--- src/rtl/cfg_seq_pkg.sv ---
package cfg_seq_pkg;

  typedef enum logic [2:0] {
    PH_POWERUP  = 3'd0,
    PH_CLEAR    = 3'd1,
    PH_INITWAIT = 3'd2,
    PH_LOAD     = 3'd3,
    PH_DONE     = 3'd4,
    PH_GTSOFF   = 3'd5,
    PH_RUN      = 3'd6
  } phase_t;

  // strobes from the controller to the datapath
  typedef struct packed {
    logic cntZero;
    logic cntStep;
    logic modeCapture;
  } dpCtl_t;

  function automatic logic isScanMode(input logic [2:0] pins);
    return (pins == 3'b101) || (pins == 3'b001);
  endfunction

endpackage

--- src/rtl/cfg_seq_dpath.sv ---
module cfg_seq_dpath
  import cfg_seq_pkg::*;
#(
  parameter int POR_CYCLES   = 1000,
  parameter int CLEAR_CYCLES = 256,
  parameter int PROG_MIN     = 4
) (
  input  logic        clk,
  input  logic        porRst,
  input  logic        progReqN,
  input  logic [2:0]  modeSel,
  input  dpCtl_t      ctl,
  output logic        hitPor,
  output logic        hitClear,
  output logic        progAccept,
  output logic        scanSel
);

  localparam int CNT_MAX = (POR_CYCLES > CLEAR_CYCLES) ? POR_CYCLES : CLEAR_CYCLES;
  localparam int CNT_W   = $clog2(CNT_MAX + 1);
  localparam int PROG_W  = $clog2(PROG_MIN + 1);
  localparam logic [CNT_W-1:0]  POR_LAST   = CNT_W'(POR_CYCLES - 1);
  localparam logic [CNT_W-1:0]  CLEAR_LAST = CNT_W'(CLEAR_CYCLES - 1);
  localparam logic [PROG_W-1:0] PROG_FULL  = PROG_W'(PROG_MIN);

  logic [CNT_W-1:0]  phaseCnt;
  logic [PROG_W-1:0] progCnt;

  // shared phase-length counter
  always_ff @(posedge clk) begin
    if (porRst)              phaseCnt <= '0;
    else if (ctl.cntZero)    phaseCnt <= '0;
    else if (ctl.cntStep)    phaseCnt <= phaseCnt + 1'b1;
  end

  assign hitPor   = (phaseCnt == POR_LAST);
  assign hitClear = (phaseCnt == CLEAR_LAST);

  // program request width filter, saturating
  always_ff @(posedge clk) begin
    if (porRst)               progCnt <= '0;
    else if (progReqN)        progCnt <= '0;
    else if (progCnt != PROG_FULL) progCnt <= progCnt + 1'b1;
  end

  assign progAccept = (progCnt == PROG_FULL);

  // mode capture at end of clearing
  always_ff @(posedge clk) begin
    if (porRst)               scanSel <= 1'b0;
    else if (ctl.modeCapture) scanSel <= isScanMode(modeSel);
  end

  AST_PROG_AFTER_LOW: assert property (@(posedge clk) disable iff (porRst)
    progAccept |-> $past(!progReqN));

  AST_SCAN_HELD: assert property (@(posedge clk) disable iff (porRst)
    !ctl.modeCapture |=> $stable(scanSel));

endmodule

--- src/rtl/cfg_seq_ctrl.sv ---
module cfg_seq_ctrl
  import cfg_seq_pkg::*;
(
  input  logic   clk,
  input  logic   porRst,
  input  logic   hitPor,
  input  logic   hitClear,
  input  logic   progAccept,
  input  logic   initIn,
  input  logic   loadDone,
  output dpCtl_t ctl,
  output logic   initDriveLow,
  output logic   clearMem,
  output logic   loadEn,
  output logic   doneOut,
  output logic   gtsHold,
  output logic   gsrHold,
  output logic   gweHold
);

  phase_t phase, phaseNxt;

  always_ff @(posedge clk) begin
    if (porRst) phase <= PH_POWERUP;
    else        phase <= phaseNxt;
  end

  always_comb begin
    phaseNxt = phase;
    ctl      = '0;
    if (progAccept) begin
      phaseNxt    = PH_CLEAR;
      ctl.cntZero = 1'b1;
    end else begin
      unique case (phase)
        PH_POWERUP: begin
          if (hitPor) begin
            phaseNxt    = PH_CLEAR;
            ctl.cntZero = 1'b1;
          end else begin
            ctl.cntStep = 1'b1;
          end
        end
        PH_CLEAR: begin
          if (hitClear) begin
            phaseNxt        = PH_INITWAIT;
            ctl.modeCapture = 1'b1;
          end else begin
            ctl.cntStep = 1'b1;
          end
        end
        PH_INITWAIT: if (initIn) phaseNxt = PH_LOAD;
        PH_LOAD:     if (loadDone) phaseNxt = PH_DONE;
        PH_DONE:     phaseNxt = PH_GTSOFF;
        PH_GTSOFF:   phaseNxt = PH_RUN;
        PH_RUN:      phaseNxt = PH_RUN;
        default:     phaseNxt = PH_POWERUP;
      endcase
    end
  end

  // Moore decode of every output from the phase register
  assign initDriveLow = (phase == PH_POWERUP) || (phase == PH_CLEAR);
  assign clearMem     = (phase == PH_CLEAR);
  assign loadEn       = (phase == PH_LOAD);
  assign doneOut      = (phase == PH_DONE) || (phase == PH_GTSOFF) || (phase == PH_RUN);
  assign gtsHold      = !((phase == PH_GTSOFF) || (phase == PH_RUN));
  assign gsrHold      = (phase != PH_RUN);
  assign gweHold      = (phase != PH_RUN);

  AST_INIT_HOLDOFF: assert property (@(posedge clk) disable iff (porRst)
    (phase == PH_INITWAIT && !initIn && !progAccept) |=> !loadEn);

  AST_DONE_AFTER_LOAD: assert property (@(posedge clk) disable iff (porRst)
    $rose(doneOut) |-> ($past(loadEn && loadDone) && gtsHold && gsrHold));

  AST_GTS_AFTER_DONE: assert property (@(posedge clk) disable iff (porRst)
    $fell(gtsHold) |-> ($past(doneOut) && doneOut && gsrHold));

  AST_GSR_AFTER_GTS: assert property (@(posedge clk) disable iff (porRst)
    $fell(gsrHold) |-> (!gweHold && $past(!gtsHold)));

  AST_ABORT_CLEARS: assert property (@(posedge clk) disable iff (porRst)
    progAccept |=> (clearMem && initDriveLow && !doneOut && gtsHold && gsrHold && gweHold));

  AST_STRAY_LOADDONE: assert property (@(posedge clk) disable iff (porRst)
    (!loadEn && !doneOut && loadDone) |=> !doneOut);

endmodule

--- src/rtl/cfg_startup_seq.sv ---
module cfg_startup_seq
  import cfg_seq_pkg::*;
#(
  parameter int POR_CYCLES   = 1000,
  parameter int CLEAR_CYCLES = 256,
  parameter int PROG_MIN     = 4
) (
  input  logic       clk,
  input  logic       porRst,
  input  logic       progReqN,
  input  logic       initIn,
  input  logic [2:0] modeSel,
  input  logic       loadDone,
  output logic       initDriveLow,
  output logic       clearMem,
  output logic       loadEn,
  output logic       scanSelect,
  output logic       doneOut,
  output logic       gtsHold,
  output logic       gsrHold,
  output logic       gweHold
);

  dpCtl_t ctl;
  logic   hitPor;
  logic   hitClear;
  logic   progAccept;

  cfg_seq_dpath #(
    .POR_CYCLES  (POR_CYCLES),
    .CLEAR_CYCLES(CLEAR_CYCLES),
    .PROG_MIN    (PROG_MIN)
  ) dpath_i (
    .clk       (clk),
    .porRst    (porRst),
    .progReqN  (progReqN),
    .modeSel   (modeSel),
    .ctl       (ctl),
    .hitPor    (hitPor),
    .hitClear  (hitClear),
    .progAccept(progAccept),
    .scanSel   (scanSelect)
  );

  cfg_seq_ctrl ctrl_i (
    .clk         (clk),
    .porRst      (porRst),
    .hitPor      (hitPor),
    .hitClear    (hitClear),
    .progAccept  (progAccept),
    .initIn      (initIn),
    .loadDone    (loadDone),
    .ctl         (ctl),
    .initDriveLow(initDriveLow),
    .clearMem    (clearMem),
    .loadEn      (loadEn),
    .doneOut     (doneOut),
    .gtsHold     (gtsHold),
    .gsrHold     (gsrHold),
    .gweHold     (gweHold)
  );

endmodule

--- config.mk ---
export PLATFORM = sky130hd
export DESIGN_NAME = cfg_startup_seq
export DESIGN_NICKNAME = d
export VERILOG_FILES = /design/src/rtl/cfg_seq_pkg.sv /design/src/rtl/cfg_seq_dpath.sv /design/src/rtl/cfg_seq_ctrl.sv /design/src/rtl/cfg_startup_seq.sv
export SDC_FILE = /design/constraint.sdc
export NUM_CORES = 1
export LEC_CHECK = 0
export ABC_AREA = 1
export BUFFER_PORTS_ARGS = -buffer_cell sky130_fd_sc_hd__buf_2
export CORE_ASPECT_RATIO = 1.5
export CORE_MARGIN = 3
export CORE_UTILIZATION = 49
export DETAILED_ROUTE_END_ITERATION = 16
export GPL_TIMING_DRIVEN = 0
export PLACE_DENSITY_LB_ADDON = 0.25
export SLEW_MARGIN = 10
export SYNTH_ARGS = -nofsm -noshare
export SYNTH_HDL_FRONTEND = slang
export SYNTH_SLANG_ARGS = --single-unit
--- constraint.sdc ---
create_clock -name clk -period 1.45 [get_ports clk]
set_clock_uncertainty 0.05 [all_clocks]
set_input_delay 0.145 -clock clk [delete_from_list [all_inputs] [get_ports clk]]
set_output_delay 0.145 -clock clk [all_outputs]
set_load 0.01 [all_outputs]
# After elaboration in Yosys (flattened, before gate mapping)
# Cells that the tools add are included.
[classes]
n_mux = 15
add_sub_neg = 2
reduce_logical = 13
eq_ne = 21
[ops]
columns = ["operator", "n"]
rows = [
  ["one-hot mux 3 bit (6 select lines)", 1],
  ["== test 3 bit (second input constant)", 5],
  ["2-to-1 mux 3 bit", 4],
  ["adder 10 x 1 -> 10 bit (second input constant)", 1],
  ["== test 10 bit (second input constant)", 1],
  ["== test 10 x 8 -> 1 bit (second input constant)", 1],
  ["2-to-1 mux 1 bit", 8],
  ["AND reduction 4 bit", 2],
  ["OR reduction 2 bit", 4],
  ["== test 3 x 1 -> 1 bit (second input constant)", 2],
  ["== test 3 x 2 -> 1 bit (second input constant)", 2],
  ["!= test 3 x 1 -> 1 bit (second input constant)", 2],
  ["!= test 3 x 2 -> 1 bit (second input constant)", 2],
  ["!= test 3 bit (second input constant)", 2],
  ["logical OR 1 bit", 5],
  ["!= test 2 x 1 -> 1 bit (second input constant)", 2],
  ["!= test 2 bit (second input constant)", 2],
  ["adder 3 x 1 -> 3 bit (second input constant)", 1],
  ["logical NOT 3 bit", 1],
  ["2-to-1 mux 2 bit", 1],
  ["one-hot mux 1 bit (2 select lines)", 1],
  ["logical NOT 1 bit", 1],
]
[word_totals]
ff_bits = 17
wordCells = 56
out_inout_bits = 8

# Depth between registers and ports, before layout
[logic_depth]
word_depth = 5
ltp_mapped = 10
mapped_depth_nobuf = 10

# By module
# Synthesis repeated with hierarchy kept, for this count alone.
[hier_totals]
hier_cells = 149
hier_area_um2 = 964.7
[by_module_without_submodules]
columns = ["module", "n_inst", "cells_each", "seq_area_each_um2", "area_each_um2"]
rows = [
  ["cfg_seq_dpath", 1, 96, 280.3, 683.2],
  ["cfg_seq_ctrl", 1, 53, 60.1, 281.5],
]

# Worst setup path before layout
# Ideal clock, no wire load.
[synth_timing]
kind = "reg-to-reg"
start = "register dpath_i.phaseCnt[0]"
end = "register dpath_i.phaseCnt[2]"
t_required_ns = 1.285
t_arrival_ns = 1.386
stages_incl_launch_ff = 10
path_slack_ns = -0.101
path_buffers = 1
cell_sequence = "dfxtp_1 ha_1 nand2_2 nor2_4 nand3_2 nand2_2 nand2_4 buf_6 a21oi_1 nor2_1"
[synth_via]
elab_chain_len = 5
[synth_rtl]
columns = ["item", "line_no", "text"]
rows = [
  ["from (decl)", "cfg_seq_dpath.sv:26", "logic [CNT_W-1:0] phaseCnt;"],
  ["from (signal assigned)", "cfg_seq_dpath.sv:33", "else if (ctl.cntStep) phaseCnt <= phaseCnt + 1'b1;"],
  ["== test 10 bit", "cfg_seq_dpath.sv:36", "assign hitPor = (phaseCnt == POR_LAST);"],
  ["2-to-1 mux 1 bit", "cfg_seq_ctrl.sv:37", "if (hitPor) begin"],
  ["2-to-1 mux 1 bit", "cfg_seq_ctrl.sv:35", "unique case (phase)"],
  ["2-to-1 mux 1 bit", "cfg_seq_ctrl.sv:31", "if (progAccept) begin"],
  ["OR reduction 2 bit (no line)", "--", ""],
]
# Parallel ways exist; a longest one is shown, timed or not.
# A chain may end at the register's enable or synchronous reset.

# Final worst setup path
[layout_timing]
start = "register dpath_i.phaseCnt[1]"
end = "register dpath_i.phaseCnt[6]"
# The elaborated chain is that of the path after synthesis.

==> reports/results.md <==
## Run status
* finished with violations — status
* negative setup slack — failing checks

## Synthesis
* 0 — Syn. warnings
* 163 — gate count after technology mapping
* 1020 um2 — synthesized area
* 6.27 um2 — Avg Synthesized Cell Area
* 23 — Distinct cells, synth
* 17 — flip-flop and latch count after synthesis
* 33.3% — part of the Yosys area used for sequential elements
* 174 — net count after synthesis

## GRT
* 19.6% — overall global routing resource usage
* 0 — final global-route overflow total
* 10 — maximum number of pins on one net before global-route repair
* 1081 — via count of the first global-routing pass
* 4040 um — global-route wire length before repair
* 0 — number of antenna violations at the first check in global routing

## Die
* 43.3 um — x dimension of the die
* 61.9 um — DIE HEIGHT
* 53.7% — effective utilization at floorplan
* 19 — row cnt
* 16 — number of primary I/O pins
* 2680 um2 — full die area
* 1900 um2 — placeable core area

## STA
* -0.0265 ns — smallest setup slack after layout
* 0 — max-slew violation count
* true — RSZ-0062 raised after global routing
* 0.298 ns — actual slew at the worst max-slew pin
* 102% — final clock period utilization by the worst path
* 7 — total setup violations reported at the end of the flow
* 0 — count of final hold-check violations
* 677 MHz — Max Freq
* 1.48 ns — minimum period implied by the final worst setup slack
* -0.131 ns — sum of negative setup slack
* 80.0% — slew margin rel.

## Route
* 0 — DR DRC count
* 1430 um — amount of wire on met2 after detailed routing
* 11.4 um — post-DR wirelength/cell
* 0 — Final ANT Viol Nets
* 5.24 — detailed-route vias per instance
* 929 um — met1 WL
* 2490 um — drt total wl
* 85 um — amount of wire on met3 after detailed routing
* met4 — Top Metal Used
* 4 — DR pass1 iterations
* 1143 — via total after detailed routing
* 30 — Initial DRC Count

## Power and ir drop
* 1.30 mW — total power after layout
* 43.4% — Seq pwr share
* 0.852 mW — cell internal power dissipation
* 34.5% — Net Sw Frac
* 0.657 nW — standby leakage power
* 0.449 mW — NetSw
* 37.4% — part of the total power dissipated in combinational logic
* 19.2% — fraction of power consumed by the clock network
* 0.804 mV — IR Drop Worst-Case VDD
* 928 nW/um2 — power density normalized to cell area

## Layout
* 0 — antenna diode instance count
* 145 — Fillers
* 679 um2 — area of the multi-input gates
* nand2_1 (40), nor2_1 (21), inv_1 (18) — most frequent cells in the layout
* 357 um2 — register area
* nand2_1 — commonest non-fill, non-tap cell in the layout
* 40.1% — share of post-route cells with drive strength above 1
* 209 — count of nets after finishing
* 37.2% — Area growth, synth to finish

## Setup path
* 9 — depth of the worst register-to-register path
* dpath_i.phaseCnt[1] — start of the worst register-to-register path
* register to register — classification of the worst setup path
* -0.03 ns — worst reg-to-reg setup slack
* 6 — maximum fanout along the worst path
* 1.59 ns — data required time at the worst endpoint
* register — sort of element at the start of the critical path
* dpath_i.phaseCnt[6] — Crit Reg-Reg Endpoint
* register — kind of end point of the critical path
* 1.62 ns — Data arrival, critical path

## Min path
* primary input to register — type of the tightest min-delay check
* ctrl_i.phase[0] — hold path endpoint
* 2 — Hold Path Stages
* porRst — Hold Startpoint

## Place
* 14 — number of buffers inserted by port buffering
* 0.919 — final weighted congestion in routability-driven placement
* 1680 um — DPL Wire Length

## Clock tree
* 17 — TritonCTS Sinks
* 0.29 ns — clk_lat worst skew
* 0.09 ns — clock slew seen by the registers of the worst setup and hold paths
* clkbuf_4 — Clk Tree Root Cell
* 1 — total number of H-tree levels
* done — clock tree from TritonCTS
* 2 — Bufs on Longest Clock Path
* 3 — cts bufs inserted

## Flow run
* 0 — number of max-cap violations

synth_stat cells:
cell type,count,area share (%)
nand2_1,44,16
nor2_1,28,10
inv_1,21,7.7
dfxtp_1,17,33
a21oi_1,11,5.4
nand3_1,11,5.4
o21ai_1,4,2.0
ha_1,3,3.7
nand4_1,3,1.8
nor3_1,3,1.5
o21ai_0,3,1.5
inv_2,2,0.73
nand2_2,2,1.2
nor2_2,2,1.2
a21oi_2,1,0.86
a31oi_1,1,0.61
buf_4,1,0.73
buf_6,1,1.1
nand2_4,1,1.1
nand3_2,1,0.98
nor2_4,1,1.1
o2111ai_1,1,0.86
xnor2_1,1,0.86
sequential cells by signal, summed over array words and instances, names as in the netlist:
signal and cells:
ctrl_i.phase 3, dpath_i.scanSel 1, dpath_i.phaseCnt 10, dpath_i.progCnt 3
power groups by stage:
stage / clock network, mW / registers, mW / logic, mW
3_5_place_dp: 0 / 0.576 / 0.291
3_3_place_gp: 0 / 0.574 / 0.281
6_report: 0.250 / 0.564 / 0.487
4_1_cts: 0.260 / 0.556 / 0.421
2_1_floorplan: 0 / 0.565 / 0.230
5_1_grt: 0.279 / 0.568 / 0.538
cells by family after synthesis:
kind of cell,count (synthesis),synth area share (%)
simple gates,96,40.8
buf+inv,25,10.3
compound gates,21,11.1
flops,17,33.3
fa+ha+maj,3,3.67
xor+xnor,1,0.857
routing by layer:
metal  vias to the layer above  track usage, %
met4                         0            10.3
li1                        586               -
met3                         5            2.02
met1                       530            17.8
met5                         -               0
met2                        22            41.2
worst max-delay path, stage by stage, from the launching register on:
cell	delay, ns
dfxtp_4	0.37
ha_4	0.16
nand2_4	0.06
nor2_4	0.14
nand3_2	0.09
nand2_2	0.11
nand2_4	0.09
buf_6	0.15
a21oi_2	0.12
nor2_1	0.04
how the worst max path moves through the flow:
stage / from / endpoint / slack (ns) / depth (start not counted)
2_1_floorplan: dpath_i.progCnt[0] / dpath_i.phaseCnt[8] / 0.002 / 10
3_3_place_gp: dpath_i.progCnt[0] / dpath_i.phaseCnt[1] / -0.18 / 9
3_5_place_dp: dpath_i.progCnt[0] / dpath_i.phaseCnt[1] / -0.23 / 9
4_1_cts: dpath_i.phaseCnt[0] / dpath_i.phaseCnt[2] / -0.009 / 9
5_1_grt: dpath_i.phaseCnt[5] / dpath_i.phaseCnt[6] / -0.16 / 8
6_report: dpath_i.phaseCnt[1] / dpath_i.phaseCnt[6] / -0.03 / 9
repair_timing:
item | CTS | global route
gates cloned | 1 | 0
buffers inserted | 10 | 5
resized for setup | 16 | 20
pin swaps | 9 | 14
hold buffers | 0 | 0
setup endpoints to repair | 11 | 18
endpoints found under the hold margin | 0 | 0
metrics by stage:
| stage | std cells | util, % | setup WS (ns) | instance area, um2 | hold WS, ns |
|---|---|---|---|---|---|
| after global placement | 198 | 60.1 | -0.178 | 1140 | 0.326 |
| after floorplan | 163 | - | 0.00179 | 1050 | 0.164 |
| after CTS | 213 | 68.5 | -0.00947 | 1300 | 0.0259 |
| final | 218 | 73.8 | -0.0265 | 1400 | 0.0217 |
| after global routing | 218 | 73.8 | -0.159 | 1400 | 0.0178 |
| after detailed placement | 198 | 60.1 | -0.229 | 1140 | 0.327 |
layout make-up:
type | count | share of cell area (%)
multi-input cells | 121 | 48.4
flip-flops and latches | 17 | 25.4
repair buffers | 30 | 14.7
inverters | 23 | 6.33
clock buffers | 4 | 1.87
well taps | 21 | 1.87
plain buffers | 2 | 1.34
(Power assumes the default switching activity.)
